## config.mk

```make
export PLATFORM = sky130hd
export DESIGN_NAME = cfgseq_top
export DESIGN_NICKNAME = d
export VERILOG_FILES = /design/src/rtl/cfgseq_pkg.sv /design/src/rtl/cfgseq_cnt.sv /design/src/rtl/cfgseq_dpath.sv /design/src/rtl/cfgseq_fsm.sv /design/src/rtl/cfgseq_top.sv
export SDC_FILE = /design/constraint.sdc
export NUM_CORES = 1
export LEC_CHECK = 0
export ABC_AREA = 1
export ABC_CLOCK_PERIOD_IN_PS = 3430
export CORE_ASPECT_RATIO = 0.75
export CORE_MARGIN = 3
export CORE_UTILIZATION = 60
export CTS_BUF_LIST = sky130_fd_sc_hd__clkbuf_4
export DETAILED_ROUTE_END_ITERATION = 7
export DONT_BUFFER_PORTS = 1
export PLACE_DENSITY = 0.76
export SLEW_MARGIN = 20
export SYNTH_ARGS = -nofsm -noshare
export SYNTH_HDL_FRONTEND = slang
export SYNTH_HIERARCHICAL = 1
export SYNTH_SLANG_ARGS = --single-unit
```

## constraint.sdc

```tcl
create_clock -name clk -period 3.43 [get_ports clk]
set_clock_uncertainty 0.1 [all_clocks]
set_input_delay 0.5145 -clock clk [delete_from_list [all_inputs] [get_ports clk]]
set_output_delay 0.5145 -clock clk [all_outputs]
set_load 0.03 [all_outputs]
```

## src/rtl/cfgseq_pkg.sv

```systemverilog
package cfgseq_pkg;

   typedef enum logic [2:0] {
      ST_IDLE  = 3'd0,
      ST_NCFG  = 3'd1,
      ST_WSTAT = 3'd2,
      ST_READ  = 3'd3,
      ST_SHIFT = 3'd4,
      ST_WDONE = 3'd5,
      ST_DONE  = 3'd6,
      ST_ERR   = 3'd7
   } seq_state_t;

   function automatic int unsigned max_of3(int unsigned a, int unsigned b, int unsigned c);
      int unsigned m;
      m = a;
      if (b > m) m = b;
      if (c > m) m = c;
      return m;
   endfunction

endpackage

```

## src/rtl/cfgseq_cnt.sv

```systemverilog
module cfgseq_cnt #(
   parameter int unsigned W = 8
) (
   input  logic         clk,
   input  logic         rst_n,
   input  logic         clr,
   input  logic         inc,
   output logic [W-1:0] val
);

   if (W < 1) begin : g_bad_w
      $error("cfgseq_cnt: W must be at least 1");
   end

   always_ff @(posedge clk or negedge rst_n) begin
      if (!rst_n)   val <= '0;
      else if (clr) val <= '0;
      else if (inc) val <= val + 1'b1;
   end

endmodule

```

## src/rtl/cfgseq_dpath.sv

```systemverilog
module cfgseq_dpath #(
   parameter int unsigned ADDR_W    = 24,
   parameter int unsigned PAGE_W    = 2,
   parameter int unsigned PAGE_EXP  = 20,
   parameter int unsigned IMG_BYTES = 4096,
   parameter bit          BIT_REV   = 1'b0,
   localparam int unsigned IDX_W    = $clog2(IMG_BYTES) + 1
) (
   input  logic              clk,
   input  logic              rst_n,
   input  logic [PAGE_W-1:0] page_i,
   input  logic              page_ld,
   input  logic              idx_clr,
   input  logic              idx_inc,
   input  logic              latch_en,
   input  logic [7:0]        flash_data_i,
   output logic [ADDR_W-1:0] addr_o,
   output logic [7:0]        data_o,
   output logic              last_o
);

   localparam logic [IDX_W-1:0] IDX_LAST = IDX_W'(IMG_BYTES - 1);

   if (PAGE_W + PAGE_EXP > ADDR_W) begin : g_bad_page
      $error("cfgseq_dpath: page field does not fit in the address");
   end
   if (IMG_BYTES < 1) begin : g_bad_img
      $error("cfgseq_dpath: IMG_BYTES must be at least 1");
   end

   logic [PAGE_W-1:0] page_q;
   logic [IDX_W-1:0]  idx_q;
   logic [7:0]        byte_q;
   logic [7:0]        byte_ord;
   logic [ADDR_W-1:0] base;

   always_ff @(posedge clk or negedge rst_n) begin
      if (!rst_n)       page_q <= '0;
      else if (page_ld) page_q <= page_i;
   end

   always_ff @(posedge clk or negedge rst_n) begin
      if (!rst_n)       idx_q <= '0;
      else if (idx_clr) idx_q <= '0;
      else if (idx_inc) idx_q <= idx_q + 1'b1;
   end

   generate
      if (BIT_REV) begin : g_rev
         for (genvar b = 0; b < 8; b++) begin : g_bit
            assign byte_ord[b] = flash_data_i[7-b];
         end
      end else begin : g_fwd
         assign byte_ord = flash_data_i;
      end
   endgenerate

   always_ff @(posedge clk or negedge rst_n) begin
      if (!rst_n)        byte_q <= '0;
      else if (latch_en) byte_q <= byte_ord;
   end

   assign base   = ADDR_W'(page_q) << PAGE_EXP;
   assign addr_o = base + ADDR_W'(idx_q);
   assign data_o = byte_q;
   assign last_o = (idx_q == IDX_LAST);


   addr_step_chk: assert property (@(posedge clk) disable iff (!rst_n)
      (idx_inc && !idx_clr && !page_ld) |=> (addr_o == $past(addr_o) + 1'b1));

endmodule

```

## src/rtl/cfgseq_fsm.sv

```systemverilog
module cfgseq_fsm
   import cfgseq_pkg::*;
#(
   parameter int unsigned NCFG_CYC  = 8,
   parameter int unsigned RD_LAT    = 3,
   parameter int unsigned CLK_HALF  = 2,
   parameter int unsigned EXTRA_CLK = 8,
   parameter int unsigned TIMEOUT   = 100000,
   parameter int unsigned CNT_W     = 8,
   parameter int unsigned TMO_W     = 17,
   parameter int unsigned PUL_W     = 4
) (
   input  logic             clk,
   input  logic             rst_n,
   input  logic             grant_i,
   input  logic             restart_i,
   input  logic             status_i,
   input  logic             done_i,
   input  logic             last_i,
   input  logic [CNT_W-1:0] cnt,
   input  logic [TMO_W-1:0] tmo,
   input  logic [PUL_W-1:0] pul,
   output seq_state_t       st_o,
   output logic             cnt_clr,
   output logic             cnt_inc,
   output logic             tmo_clr,
   output logic             tmo_inc,
   output logic             pul_clr,
   output logic             pul_inc,
   output logic             page_ld,
   output logic             idx_clr,
   output logic             idx_inc,
   output logic             latch_en
);

   localparam logic [CNT_W-1:0] NCFG_END  = CNT_W'(NCFG_CYC - 1);
   localparam logic [CNT_W-1:0] RD_END    = CNT_W'(RD_LAT - 1);
   localparam logic [CNT_W-1:0] SHIFT_END = CNT_W'(2 * CLK_HALF - 1);
   localparam logic [TMO_W-1:0] TMO_END   = TMO_W'(TIMEOUT - 1);
   localparam logic [PUL_W-1:0] PUL_NUM   = PUL_W'(EXTRA_CLK);

   seq_state_t st, nxt;
   logic       active, moving, abort, start_req, pul_left;

   always_ff @(posedge clk or negedge rst_n) begin
      if (!rst_n) st <= ST_IDLE;
      else        st <= nxt;
   end

   assign active    = (st == ST_NCFG) || (st == ST_WSTAT) || (st == ST_READ) ||
                      (st == ST_SHIFT) || (st == ST_WDONE);
   assign moving    = (st == ST_READ) || (st == ST_SHIFT) || (st == ST_WDONE);
   assign abort     = (active && !grant_i) || (moving && !status_i);
   assign start_req = grant_i && ((st == ST_IDLE) ||
                      (((st == ST_DONE) || (st == ST_ERR)) && restart_i));
   assign pul_left  = (pul < PUL_NUM);

   always_comb begin
      nxt      = st;
      cnt_clr  = 1'b0;
      cnt_inc  = 1'b0;
      tmo_clr  = 1'b0;
      tmo_inc  = 1'b0;
      pul_clr  = 1'b0;
      pul_inc  = 1'b0;
      page_ld  = 1'b0;
      idx_clr  = 1'b0;
      idx_inc  = 1'b0;
      latch_en = 1'b0;
      if (abort) begin
         nxt = ST_ERR;
      end else begin
         unique case (st)
            ST_IDLE, ST_DONE, ST_ERR: begin
               if (start_req) begin
                  nxt     = ST_NCFG;
                  cnt_clr = 1'b1;
                  page_ld = 1'b1;
                  idx_clr = 1'b1;
               end
            end
            ST_NCFG: begin
               if (cnt == NCFG_END) begin
                  nxt     = ST_WSTAT;
                  cnt_clr = 1'b1;
                  tmo_clr = 1'b1;
               end else begin
                  cnt_inc = 1'b1;
               end
            end
            ST_WSTAT: begin
               if (status_i) begin
                  nxt     = ST_READ;
                  cnt_clr = 1'b1;
               end else if (tmo == TMO_END) begin
                  nxt = ST_ERR;
               end else begin
                  tmo_inc = 1'b1;
               end
            end
            ST_READ: begin
               if (cnt == RD_END) begin
                  latch_en = 1'b1;
                  nxt      = ST_SHIFT;
                  cnt_clr  = 1'b1;
               end else begin
                  cnt_inc = 1'b1;
               end
            end
            ST_SHIFT: begin
               if (cnt == SHIFT_END) begin
                  cnt_clr = 1'b1;
                  if (last_i) begin
                     nxt     = ST_WDONE;
                     tmo_clr = 1'b1;
                     pul_clr = 1'b1;
                  end else begin
                     idx_inc = 1'b1;
                     nxt     = ST_READ;
                  end
               end else begin
                  cnt_inc = 1'b1;
               end
            end
            ST_WDONE: begin
               if (done_i)                nxt = ST_DONE;
               else if (tmo == TMO_END)   nxt = ST_ERR;
               else                       tmo_inc = 1'b1;
               if (pul_left) begin
                  if (cnt == SHIFT_END) begin
                     cnt_clr = 1'b1;
                     pul_inc = 1'b1;
                  end else begin
                     cnt_inc = 1'b1;
                  end
               end
            end
            default: nxt = ST_ERR;
         endcase
      end
   end

   assign st_o = st;


   wait_status_chk: assert property (@(posedge clk) disable iff (!rst_n)
      (st == ST_WSTAT && !status_i && grant_i && tmo != TMO_END) |=> (st == ST_WSTAT));


   err_hold_chk: assert property (@(posedge clk) disable iff (!rst_n)
      (st == ST_ERR && !(restart_i && grant_i)) |=> (st == ST_ERR));

endmodule

```

## src/rtl/cfgseq_top.sv

```systemverilog
module cfgseq_top
   import cfgseq_pkg::*;
#(
   parameter int unsigned ADDR_W    = 24,
   parameter int unsigned PAGE_W    = 2,
   parameter int unsigned PAGE_EXP  = 20,
   parameter int unsigned IMG_BYTES = 4096,
   parameter int unsigned NCFG_CYC  = 8,
   parameter int unsigned RD_LAT    = 3,
   parameter int unsigned CLK_HALF  = 2,
   parameter int unsigned EXTRA_CLK = 8,
   parameter int unsigned TIMEOUT   = 100000,
   parameter bit          BIT_REV   = 1'b0
) (
   input  logic              clk,
   input  logic              rst_n,
   input  logic              grant_i,
   input  logic              restart_i,
   input  logic [PAGE_W-1:0] page_i,
   input  logic              tgt_status_i,
   input  logic              tgt_done_i,
   output logic [ADDR_W-1:0] flash_addr_o,
   input  logic [7:0]        flash_data_i,
   output logic              flash_ce_n_o,
   output logic              flash_oe_n_o,
   output logic              flash_drive_o,
   output logic              cfg_nconfig_o,
   output logic              cfg_dclk_o,
   output logic [7:0]        cfg_data_o,
   output logic              busy_o,
   output logic              done_o,
   output logic              err_o
);

   localparam int unsigned CNT_MAX = max_of3(NCFG_CYC, RD_LAT, 2 * CLK_HALF);
   localparam int unsigned CNT_W   = $clog2(CNT_MAX) + 1;
   localparam int unsigned TMO_W   = $clog2(TIMEOUT) + 1;
   localparam int unsigned PUL_W   = $clog2(EXTRA_CLK + 1) + 1;
   localparam logic [CNT_W-1:0] HALF_V  = CNT_W'(CLK_HALF);
   localparam logic [PUL_W-1:0] EXTRA_V = PUL_W'(EXTRA_CLK);

   if (NCFG_CYC < 1 || RD_LAT < 1 || CLK_HALF < 1) begin : g_bad_timing
      $error("cfgseq_top: NCFG_CYC, RD_LAT and CLK_HALF must be at least 1");
   end
   if (EXTRA_CLK < 1 || TIMEOUT < 2) begin : g_bad_tail
      $error("cfgseq_top: EXTRA_CLK must be at least 1 and TIMEOUT at least 2");
   end

   seq_state_t       st;
   logic [CNT_W-1:0] cnt;
   logic [TMO_W-1:0] tmo;
   logic [PUL_W-1:0] pul;
   logic cnt_clr, cnt_inc, tmo_clr, tmo_inc, pul_clr, pul_inc;
   logic page_ld, idx_clr, idx_inc, latch_en, last_byte;
   logic rd_phase, high_half;

   cfgseq_fsm #(
      .NCFG_CYC (NCFG_CYC),
      .RD_LAT   (RD_LAT),
      .CLK_HALF (CLK_HALF),
      .EXTRA_CLK(EXTRA_CLK),
      .TIMEOUT  (TIMEOUT),
      .CNT_W    (CNT_W),
      .TMO_W    (TMO_W),
      .PUL_W    (PUL_W)
   ) i_fsm (
      .clk      (clk),
      .rst_n    (rst_n),
      .grant_i  (grant_i),
      .restart_i(restart_i),
      .status_i (tgt_status_i),
      .done_i   (tgt_done_i),
      .last_i   (last_byte),
      .cnt      (cnt),
      .tmo      (tmo),
      .pul      (pul),
      .st_o     (st),
      .cnt_clr  (cnt_clr),
      .cnt_inc  (cnt_inc),
      .tmo_clr  (tmo_clr),
      .tmo_inc  (tmo_inc),
      .pul_clr  (pul_clr),
      .pul_inc  (pul_inc),
      .page_ld  (page_ld),
      .idx_clr  (idx_clr),
      .idx_inc  (idx_inc),
      .latch_en (latch_en)
   );

   cfgseq_cnt #(.W(CNT_W)) i_phase_cnt (
      .clk(clk), .rst_n(rst_n), .clr(cnt_clr), .inc(cnt_inc), .val(cnt));

   cfgseq_cnt #(.W(TMO_W)) i_tmo_cnt (
      .clk(clk), .rst_n(rst_n), .clr(tmo_clr), .inc(tmo_inc), .val(tmo));

   cfgseq_cnt #(.W(PUL_W)) i_pulse_cnt (
      .clk(clk), .rst_n(rst_n), .clr(pul_clr), .inc(pul_inc), .val(pul));

   cfgseq_dpath #(
      .ADDR_W   (ADDR_W),
      .PAGE_W   (PAGE_W),
      .PAGE_EXP (PAGE_EXP),
      .IMG_BYTES(IMG_BYTES),
      .BIT_REV  (BIT_REV)
   ) i_dpath (
      .clk         (clk),
      .rst_n       (rst_n),
      .page_i      (page_i),
      .page_ld     (page_ld),
      .idx_clr     (idx_clr),
      .idx_inc     (idx_inc),
      .latch_en    (latch_en),
      .flash_data_i(flash_data_i),
      .addr_o      (flash_addr_o),
      .data_o      (cfg_data_o),
      .last_o      (last_byte)
   );

   assign rd_phase      = grant_i && (st == ST_READ);
   assign high_half     = (cnt >= HALF_V);
   assign flash_ce_n_o  = !rd_phase;
   assign flash_oe_n_o  = !rd_phase;
   assign flash_drive_o = grant_i && ((st == ST_READ) || (st == ST_SHIFT));
   assign cfg_nconfig_o = (st != ST_NCFG);
   assign cfg_dclk_o    = high_half && ((st == ST_SHIFT) ||
                          ((st == ST_WDONE) && (pul < EXTRA_V)));
   assign busy_o        = (st == ST_NCFG) || (st == ST_WSTAT) || (st == ST_READ) ||
                          (st == ST_SHIFT) || (st == ST_WDONE);
   assign done_o        = (st == ST_DONE);
   assign err_o         = (st == ST_ERR);


   grant_drop_chk: assert property (@(posedge clk) disable iff (!rst_n)
      (busy_o && !grant_i) |=> err_o);


   status_loss_chk: assert property (@(posedge clk) disable iff (!rst_n)
      (grant_i && !tgt_status_i && (st == ST_READ || st == ST_SHIFT || st == ST_WDONE))
      |=> err_o);


   err_release_chk: assert property (@(posedge clk) disable iff (!rst_n)
      err_o |-> (flash_ce_n_o && flash_oe_n_o && !flash_drive_o && cfg_nconfig_o));


   dclk_data_chk: assert property (@(posedge clk) disable iff (!rst_n)
      cfg_dclk_o |-> $stable(cfg_data_o));


   ncfg_quiet_chk: assert property (@(posedge clk) disable iff (!rst_n)
      !cfg_nconfig_o |-> (flash_ce_n_o && !cfg_dclk_o && !flash_drive_o));


   done_src_chk: assert property (@(posedge clk) disable iff (!rst_n)
      $rose(done_o) |-> $past(tgt_done_i));

endmodule

```

Word level (Yosys, flattened, before mapping)
Index checks and enable logic that the tools add are counted.
W data, S select, Z words.
- output and inout port bits: 40
- register bits after elaboration: 53
- equality and inequality tests: 17
- magnitude comparators: 2
- add/subtract/negate cells: 5
- reductions and logical operators: 28
- muxes and demuxes: 53
- operators by type and width (operator ; number):
    $mux W18 ; 2
    $mux W1 ; 31
    $mux W3 ; 9
    $mux W13 ; 2
    $add A22 B13 Y23 ; 1
    $add A18 B1 Y18 const B ; 1
    $eq A18 B17 Y1 const B ; 1
    $pmux W3 S6 ; 1
    $ne A3 B1 Y1 const B ; 5
    $add A13 B1 Y13 const B ; 1
    $eq A13 B12 Y1 const B ; 1
    $eq A3 B3 Y1 const B ; 4
    $logic_or A1 B1 Y1 ; 10
    $mux W5 ; 2
    $eq A4 B2 Y1 const B ; 2
    $logic_and A1 B1 Y1 ; 8
    $mux W4 ; 2
    $reduce_bool A2 Y1 ; 4
    $eq A3 B2 Y1 const B ; 2
    $pmux W1 S6 ; 1
    $add A5 B1 Y5 const B ; 1
    $lt A5 B4 Y1 const B ; 1
    $add A4 B1 Y4 const B ; 1
    $eq A4 B3 Y1 const B ; 1
    other kinds (8) ; 11

Depth between registers and ports, before layout
Gate-level depths: netlist of the first run.
- word-level depth: 10
- mapped depth: 16
- mapped depth without buffers: 16

Hierarchy
Netlist of the first run, hierarchy kept.
- modules (own cells, without submodules) (module ; cells each ; area an instance (um^2) ; times used):
    cfgseq_dpath ; 133 ; 1207.4 ; 1
    cfgseq_cnt (i_tmo_cnt) ; 144 ; 1054.8 ; 1
    cfgseq_fsm ; 118 ; 601.8 ; 1
    cfgseq_cnt (i_pulse_cnt) ; 32 ; 266.5 ; 1
    cfgseq_cnt (i_phase_cnt) ; 24 ; 201.4 ; 1
    cfgseq_top ; 18 ; 83.8 ; 1

Worst setup path after synthesis of the first run
Ideal clock, no wire load.
- path kind: register to register
- from: register i_fsm.st[1] (netlist: i_fsm/st_o[1])
- to: register i_dpath.idx_q[12]
- cell stages (with the launch flop): 16
- arrival time: 2.223 ns
- setup slack: 0.993 ns
- buffers on the path: 1
- period minus slack after synthesis: 2.437 ns
- required time: 3.216 ns
- setup time: 0.114 ns
- cells stage by stage: dfrtp_1 -> buf_6 -> inv_1 -> nand2_2 -> nor2_2 -> nor2_4 -> nand2_1 -> nand3_1 -> nor3_1 -> nor2_4 -> nor2_4 -> nand2_2 -> nor2_1 -> nand2_1 -> nand2_1 -> nor2_1
- longest elaborated chain between the ends: 9
- elaborated cells on any way between the ends: 29
- RTL lines (element ; RTL line ; RTL):
    start, declared ; cfgseq_fsm.sv:42 ; seq_state_t st, nxt;
    start signal, assigned ; cfgseq_fsm.sv:47 ; else st <= nxt;
    $eq A3 B1 Y1 / $eq A3 B2 Y1 (equally long branches) ; cfgseq_fsm.sv:50 ; assign active = (st == ST_NCFG) || (st == ST_WSTAT) || (st == ST_READ) ||
    $logic_or A1 B1 Y1 (3 in a row) ; cfgseq_fsm.sv:50 ;
    $logic_or A1 B1 Y1 ; cfgseq_fsm.sv:51 ; (st == ST_SHIFT) || (st == ST_WDONE);
    $logic_and A1 B1 Y1 ; cfgseq_fsm.sv:53 ; assign abort = (active && !grant_i) || (moving && !status_i);
    $logic_or A1 B1 Y1 ; cfgseq_fsm.sv:53 ;
    $mux W1 (*) ; cfgseq_fsm.sv:70 ; if (abort) begin
    via idx_inc ; cfgseq_top.sv:54 ; logic page_ld, idx_clr, idx_inc, latch_en, last_byte;
    $reduce_bool A2 Y1 (no source line) (*) ; -- ;
    end signal, assigned ; cfgseq_dpath.sv:45 ; else if (idx_inc) idx_q <= idx_q + 1'b1;
    end, declared ; cfgseq_dpath.sv:32 ; logic [IDX_W-1:0] idx_q;
The timed path passes the listed nets; every way through them passes the cells marked *.
A chain may end at the register's enable or synchronous reset.

Worst setup path in the final report of the first run
- from: register i_dpath.idx_q[4]
- to: register i_tmo_cnt.val[16]
- longest elaborated chain between the ends: 6
- elaborated cells on any way between the ends: 7
- RTL lines (element ; RTL line ; RTL):
    $eq A13 B12 Y1 (*) ; cfgseq_dpath.sv:66 ; assign last_o = (idx_q == IDX_LAST);
    via last_byte ; cfgseq_top.sv:54 ;
    $mux W1 (*) ; cfgseq_fsm.sv:113 ; if (last_i) begin
    $mux W1 (*) ; cfgseq_fsm.sv:111 ; if (cnt == SHIFT_END) begin
    $pmux W1 S2 (*) ; cfgseq_fsm.sv:73 ; unique case (st)
    $mux W1 (*) ; cfgseq_fsm.sv:70 ;
    via tmo_clr ; cfgseq_top.sv:53 ; logic cnt_clr, cnt_inc, tmo_clr, tmo_inc, pul_clr, pul_inc;
    $mux W18 / $reduce_bool A2 Y1 (equally long branches) ; -- ;
    end signal, assigned ; cfgseq_cnt.sv:18 ; else if (inc) val <= val + 1'b1;
    end, declared ; cfgseq_cnt.sv:8 ; output logic [W-1:0] val
Marked as above.

==> results of run 1 <==
worst paths after layout:
path                                      endpoint  slack [ns]  cells after the start
worst min-delay path             i_dpath/page_q[0]        0.16                      1
worst min register to register  i_pulse_cnt/val[1]        0.44                      2
max in group asynchronous        i_tmo_cnt/val[14]        2.47                      2
worst max-delay path             i_tmo_cnt/val[16]        0.44                     16
min in group asynchronous         i_dpath/idx_q[7]        0.52                      2
worst max register to register   i_tmo_cnt/val[16]        0.44                     16
layer usage:
layer	vias up	GRT usage, %	part of all wire [%]
met3	5	4.62	8.0
met5	-	0	0
met2	108	33.2	41
li1	1471	-	-
met1	1311	31.8	50
met4	0	5.85	0.83
flip-flops by register name, summed over array words and instances (netlist names):
signal	flops
i_pulse_cnt/val	5
i_fsm/st_o	3
i_tmo_cnt/val	18
i_dpath/idx_q	13
i_dpath/page_q	2
i_phase_cnt/val	4
i_dpath/data_o	8
power breakdown:
group	internal, uW	leakage [uW]	switching (uW)
registers	751	0.000699	293
logic	287	0.00107	544
clock network	155	0.0000456	205
cell type report:
class | instances | area [um2]
clock buffers | 5 | 37.5
clock inverters | 3 | 43.8
fillers | 498 | 1850
inverters | 65 | 244
multi-input cells | 343 | 1740
flip-flops and latches | 53 | 1330
well taps | 75 | 93.8
repair buffers | 7 | 75.1
metrics by stage:
stage               power, uW  instance area (um2)  hold WS (ns)  instances
global route             2410                 3560         0.133        551
global placement         1850                 3450         0.120        541
detailed placement       1870                 3450         0.120        541
floorplan                1760                 3450         0.119        477
finish                   2240                 3560         0.164        551
CTS                      2250                 3560         0.151        551
critical path: stages (launching register included):
cell and delay [ns]:
dfrtp_1 0.61, nand2_1 0.19, nor2_2 0.19, nand4_1 0.11
nor3_1 0.36, nand3_1 0.16, inv_1 0.10, a21oi_1 0.06
nor2_1 0.21, inv_2 0.18, nand2_2 0.19, nand3_1 0.11
nor2_1 0.10, nand2_1 0.07, nand2_1 0.06, nand2_1 0.04
nor2_1 0.09
synthesized netlist by cell type, drive strengths merged:
cell type	number
a21boi	1
a21oi	24
a31oi	1
and3	1
buf	14
clkbuf	2
clkinv	1
conb	1
dfrtp	53
ha	4
inv	64
mux2	10
nand2	116
nand3	34
nand4	8
nor2	101
nor3	11
nor4	1
o21ai	15
o21bai	2
or2	2
xnor2	3
layout by cell type (no fill, tap or decap), types with 10 or more instances in the layout:
cell type / instances
o21ai_0: 10
mux2_2: 10
nand2_1: 107
nor2_1: 80
a21oi_1: 24
nor2_4: 11
nand3_1: 32
dfrtp_1: 53
inv_1: 59
logic make-up (layout without fill, tap and decap cells):
| family | after synthesis | count (layout) | synth area share, % |
|---|---|---|---|
| multiplexers | 10 | 10 | 3.30 |
| other | 1 | 9 | 0.110 |
| flip-flops | 53 | 53 | 38.8 |
| adder cells (fa/ha/maj) | 4 | 4 | 1.47 |
| AND/OR/NAND/NOR | 274 | 274 | 37.8 |
| AO/OA/AOI/OAI | 43 | 43 | 6.78 |
| buffers and inverters | 81 | 80 | 11.0 |
| XOR/XNOR | 3 | 3 | 0.769 |
timing repair:
item	4_1_cts	5_1_grt
buffers inserted	0	0
hold endpoints to repair	53	0
hold buffers	2	0
==> impl_metrics.py, run 1 <==
metrics = {
    "min_path": {
        "hp-start": "page_i[0]",
        "holdCritPathClass": "input pin to flop",
    },
    "final_layout": {
        "drive_above_1_share_pct": 14.1,
        "diodes": 0,
        "area_growth_pct": 4.36,
        "layout.nets": 495,
        "fin_util_pct": 65.9,
    },
    "detailed_routing": {
        "dr.pass1.iters": 4,
        "drc": 0,
        "vias": 2895,
        "routedWlPerCell_um": 12.2,
        "finalWirelength_um": 6730,
        "drt_iter0_markers": 204,
        "ant_nets": 0,
        "vias_per_cell": 5.25,
    },
    "clock_network": {
        "cts_tree": "done",
        "cts_root_buffer": "clkbuf_4",
        "clk_pin_slew_ns": 0.16,
        "clock_sinks": 53,
        "cts_buffers": 5,
        "ctsResizeCount": 0,
        "clk_path_buf_depth": 2,
        "clk_latency_ns": 0.38,
        "htreeDepth": 2,
    },
    "global_routing": {
        "antenna_found_initial": 0,
        "grt_pass1_wl_um": 11800,
        "grt_use_total_pct": 21.8,
        "grt-ovfl-total": 0,
        "grt_pass1_vias": 2633,
        "grt_max_degree": 54,
    },
    "floorplan": {
        "die_x_um": 93.1,
        "ioPinCount": 56,
        "initial_core_util_pct": 63.1,
        "die-area_um2": 6640,
        "rows": 23,
        "die_y_um": 71.3,
        "core_area_um2": 5410,
    },
    "synth": {
        "synth_seq_cells": 53,
        "syn_area_um2": 3420,
        "syn_area_per_cell_um2": 7.28,
        "yosys-top-cells-area": "dfrtp_1 (39%), nand2_1 (12%), nor2_1 (8.8%)",
        "syn_inst": 469,
        "yosys.area.top_type": "dfrtp_1",
        "synthDistinctLibCells": 36,
        "synth_top_area_share_pct": 38.8,
        "yosysSeqAreaShare_pct": 38.8,
        "yosysWarnings": 6,
    },
    "setup_path": {
        "crit_fanout": 18,
        "start_kind": "flop",
        "end_kind": "flop",
        "critPathKind": "flop to flop",
        "cp.required_ns": 3.65,
        "cp-startpoint": "i_dpath/idx_q[4]",
        "timing.rr.start": "i_dpath/idx_q[4]",
        "arrival_ns": 3.21,
    },
    "timing": {
        "finalHoldViolCount": 0,
        "slew_headroom_pct": 48.8,
        "rsz0062_at_grt": "false",
        "fmax_mhz": 334,
        "finalCriticalPeriod_ns": 2.99,
        "setup_viol": 0,
        "tns_ns": 0,
        "layout_setup_ws_ns": 0.437,
        "worst_pin_slew_ns": 0.766,
        "final.period_utilization_pct": 87.3,
        "drv_slew": 0,
    },
    "placed_design": {
        "dp_hpwl_um": 5170,
        "gp_congestion": 0.898,
        "post-place-ws_ns": 0.507,
        "io_buffers": 0,
    },
    "run_status": {
        "outcome": "completed",
    },
    "power_and_ir_drop": {
        "p_per_area_nw_per_um2": 627,
        "vdd_ir_drop_max_mv": 0.459,
        "leakage_uw": 0.00182,
    },
    "job": {
        "drv_cap": 0,
    },
}
Power figures use the tool's default switching activity.
==> run 2: changes to the inputs <==
--- a/config.mk
+++ b/config.mk
@@ -13,6 +13,7 @@
 export CTS_BUF_LIST = sky130_fd_sc_hd__clkbuf_4
 export DETAILED_ROUTE_END_ITERATION = 7
 export DONT_BUFFER_PORTS = 1
+export GPL_TIMING_DRIVEN = 0
 export PLACE_DENSITY = 0.76
 export SLEW_MARGIN = 20
 export SYNTH_ARGS = -nofsm -noshare
==> run 2 against run 1 <==
  * The run now ends with design-rule violations left
  * Worst hold slack better by 0.016 ns
  * Flip-flop and latch count stayed put
  * Sequential share of layout area is 0.95 points lower
  * Register-to-register slack got worse by 0.03 ns
  * Die area is the same
  * Critical path type unchanged
  * Non-clock buffer count rose by 11
  * Count of clock-buffer cells in the layout is the same
==> impl_metrics.py, run 2 (same netlist as run 1, synthesis figures left out) <==
metrics = {
    "setup_path": {
        "start_kind": "flop",
        "crit_chain": "nand2_1 -> nor2_2 -> nand4_1 -> nor3_1 -> nand3_1 -> inv_1 -> a21oi_1 -> nor2_1 -> nor2_1 -> nor2_1 -> nand2_1 -> nor2_1 -> nand2_1 -> a21oi_1",
        "end_kind": "flop",
        "slowest_stage": "dfrtp_1",
        "cp_common_cell": "nor2_1",
        "crit_cells": 14,
        "path_delay_family": "simple AND/OR/NAND/NOR gates",
        "arrival_ns": 3.23,
        "slowest_delay_ns": 0.62,
        "critPathKind": "flop to flop",
        "cp.required_ns": 3.64,
        "crit_fanout": 5,
        "reg2reg_setup_slack_ns": 0.41,
        "critical_path_buf_inv_count": 1,
        "r2r_cells": 14,
    },
    "power_and_ir_drop": {
        "p_per_area_nw_per_um2": 628,
        "leakage_uw": 0.00188,
        "vdd_ir_drop_max_mv": 0.539,
        "finalPower_uw": 2300,
    },
    "detailed_routing": {
        "finalWirelength_um": 6960,
        "routedWlPerCell_um": 12.4,
        "ant_nets": 0,
        "dr_wl_met2_um": 2990,
        "drt_iter0_markers": 196,
        "routed.top_layer": "met4",
        "dr.pass1.iters": 8,
        "vias": 2959,
        "vias_per_cell": 5.27,
        "drc": 2,
        "wl_met3_um": 552,
        "wl_met1_um": 3380,
    },
    "timing": {
        "worst_pin_slew_ns": 0.858,
        "slew_headroom_pct": 42.3,
        "rsz0062_at_grt": "false",
        "finalCriticalPeriod_ns": 3.02,
        "drv_slew": 0,
        "fmax_mhz": 331,
        "tns_ns": 0,
        "finalHoldViolCount": 0,
        "final.period_utilization_pct": 88.2,
        "setup_viol": 0,
    },
    "clock_network": {
        "clock_sinks": 53,
        "clk_path_buf_depth": 2,
        "cts_tree": "done",
        "cts_buffers": 5,
        "clk_latency_ns": 0.37,
        "clk_pin_slew_ns": 0.16,
        "cts_root_buffer": "clkbuf_4",
        "htreeDepth": 2,
    },
    "global_routing": {
        "grt_pass1_vias": 2615,
        "grt_pass1_wl_um": 11900,
        "antenna_found_initial": 0,
        "grt_max_degree": 54,
        "grt-ovfl-total": 0,
        "grt_use_total_pct": 22.0,
    },
    "job": {
        "drv_cap": 0,
    },
    "floorplan": {
        "core_area_um2": 5410,
        "die_y_um": 71.3,
        "initial_core_util_pct": 63.1,
        "die_x_um": 93.1,
        "die-area_um2": 6640,
        "ioPinCount": 56,
        "rows": 23,
    },
    "placed_design": {
        "gp_congestion": 0.940,
        "place_inst": 552,
        "dp_hpwl_um": 5250,
        "io_buffers": 0,
    },
    "final_layout": {
        "largest_reg_flops": 18,
        "area_growth_pct": 7.11,
        "regMostFlops": "i_tmo_cnt/val",
        "layout_common_cells": "nand2_1 (107), nor2_1 (80), inv_1 (59)",
        "diodes": 0,
        "nFillCells": 470,
        "layout_commonest_cell": "nand2_1",
        "stdcell_count": 562,
        "layout.nets": 506,
        "drive_above_1_share_pct": 16.0,
    },
    "run_status": {
        "outcome": "complete, but fails checks",
        "violations": "design-rule violations",
    },
    "min_path": {
        "holdCritPathClass": "input pin to flop",
        "whs_path_depth": 1,
    },
}
-- run 2: changes by cell type in the layout (fill, tap and decap cells not counted) --
| cell | delta |
|---|---|
| buf_4 | +6 |
| buf_2 | +2 |
| buf_6 | +1 |
| clkbuf_8 | +2 |
-- run 2: repair_timing --
item | in CTS | in global routing
gates resized for setup | 0 | 0
endpoints found under the setup margin | 0 | 0
setup buffers | 0 | 0
hold buffers | 2 | 0
hold endpoints to repair | 53 | 0
-- run 2: per-stage QoR --
| stage | worst slack (ns) | hold slack (ns) | instance area, um2 | utilization (%) |
|---|---|---|---|---|
| after floorplan | 0.993 | 0.119 | 3450 | - |
| after global placement | 0.619 | 0.120 | 3540 | 65.4 |
| after detailed placement | 0.539 | 0.120 | 3540 | 65.4 |
| after CTS | 0.483 | 0.166 | 3660 | 67.6 |
| after global routing | 0.00513 | 0.139 | 3660 | 67.6 |
| final | 0.406 | 0.180 | 3660 | 67.6 |
-- run 2: path summary, 6_finish.rpt --
path,to,startpoint
max,i_tmo_cnt/val[6],i_dpath/idx_q[4]
min,i_dpath/data_o[0],flash_data_i[0]
max reg2reg,i_tmo_cnt/val[6],i_dpath/idx_q[4]
min reg2reg,i_pulse_cnt/val[1],i_pulse_cnt/val[1]
max in group asynchronous,i_fsm/st_o[2],rst_n
min in group asynchronous,i_dpath/data_o[2],rst_n
-- run 2: power breakdown --
part	internal [uW]	leakage [uW]	switching [uW]	total, uW
Sequential	752	0.000699	284	1040
Clock	155	0.0000456	213	368
Combinational	320	0.00113	575	895
Total	1230	0.00188	1070	2300
-- run 2: area by class of cell --
cell class	instances	area, um2	share of cell area [%]
timing repair buffer	2	37.5	1.03
inverter	65	244	6.67
sequential	53	1330	36.3
multi-input combinational	343	1740	47.7
buffer	16	131	3.59
clock buffer	5	37.5	1.03
tap	75	93.8	2.56
clock inverter	3	43.8	1.20
-- run 2: routing by layer --
layer	track usage, %	up-vias
met2	34.7	103
met4	4.07	0
met5	0	-
li1	-	1496
met1	32.0	1355
met3	4.41	5
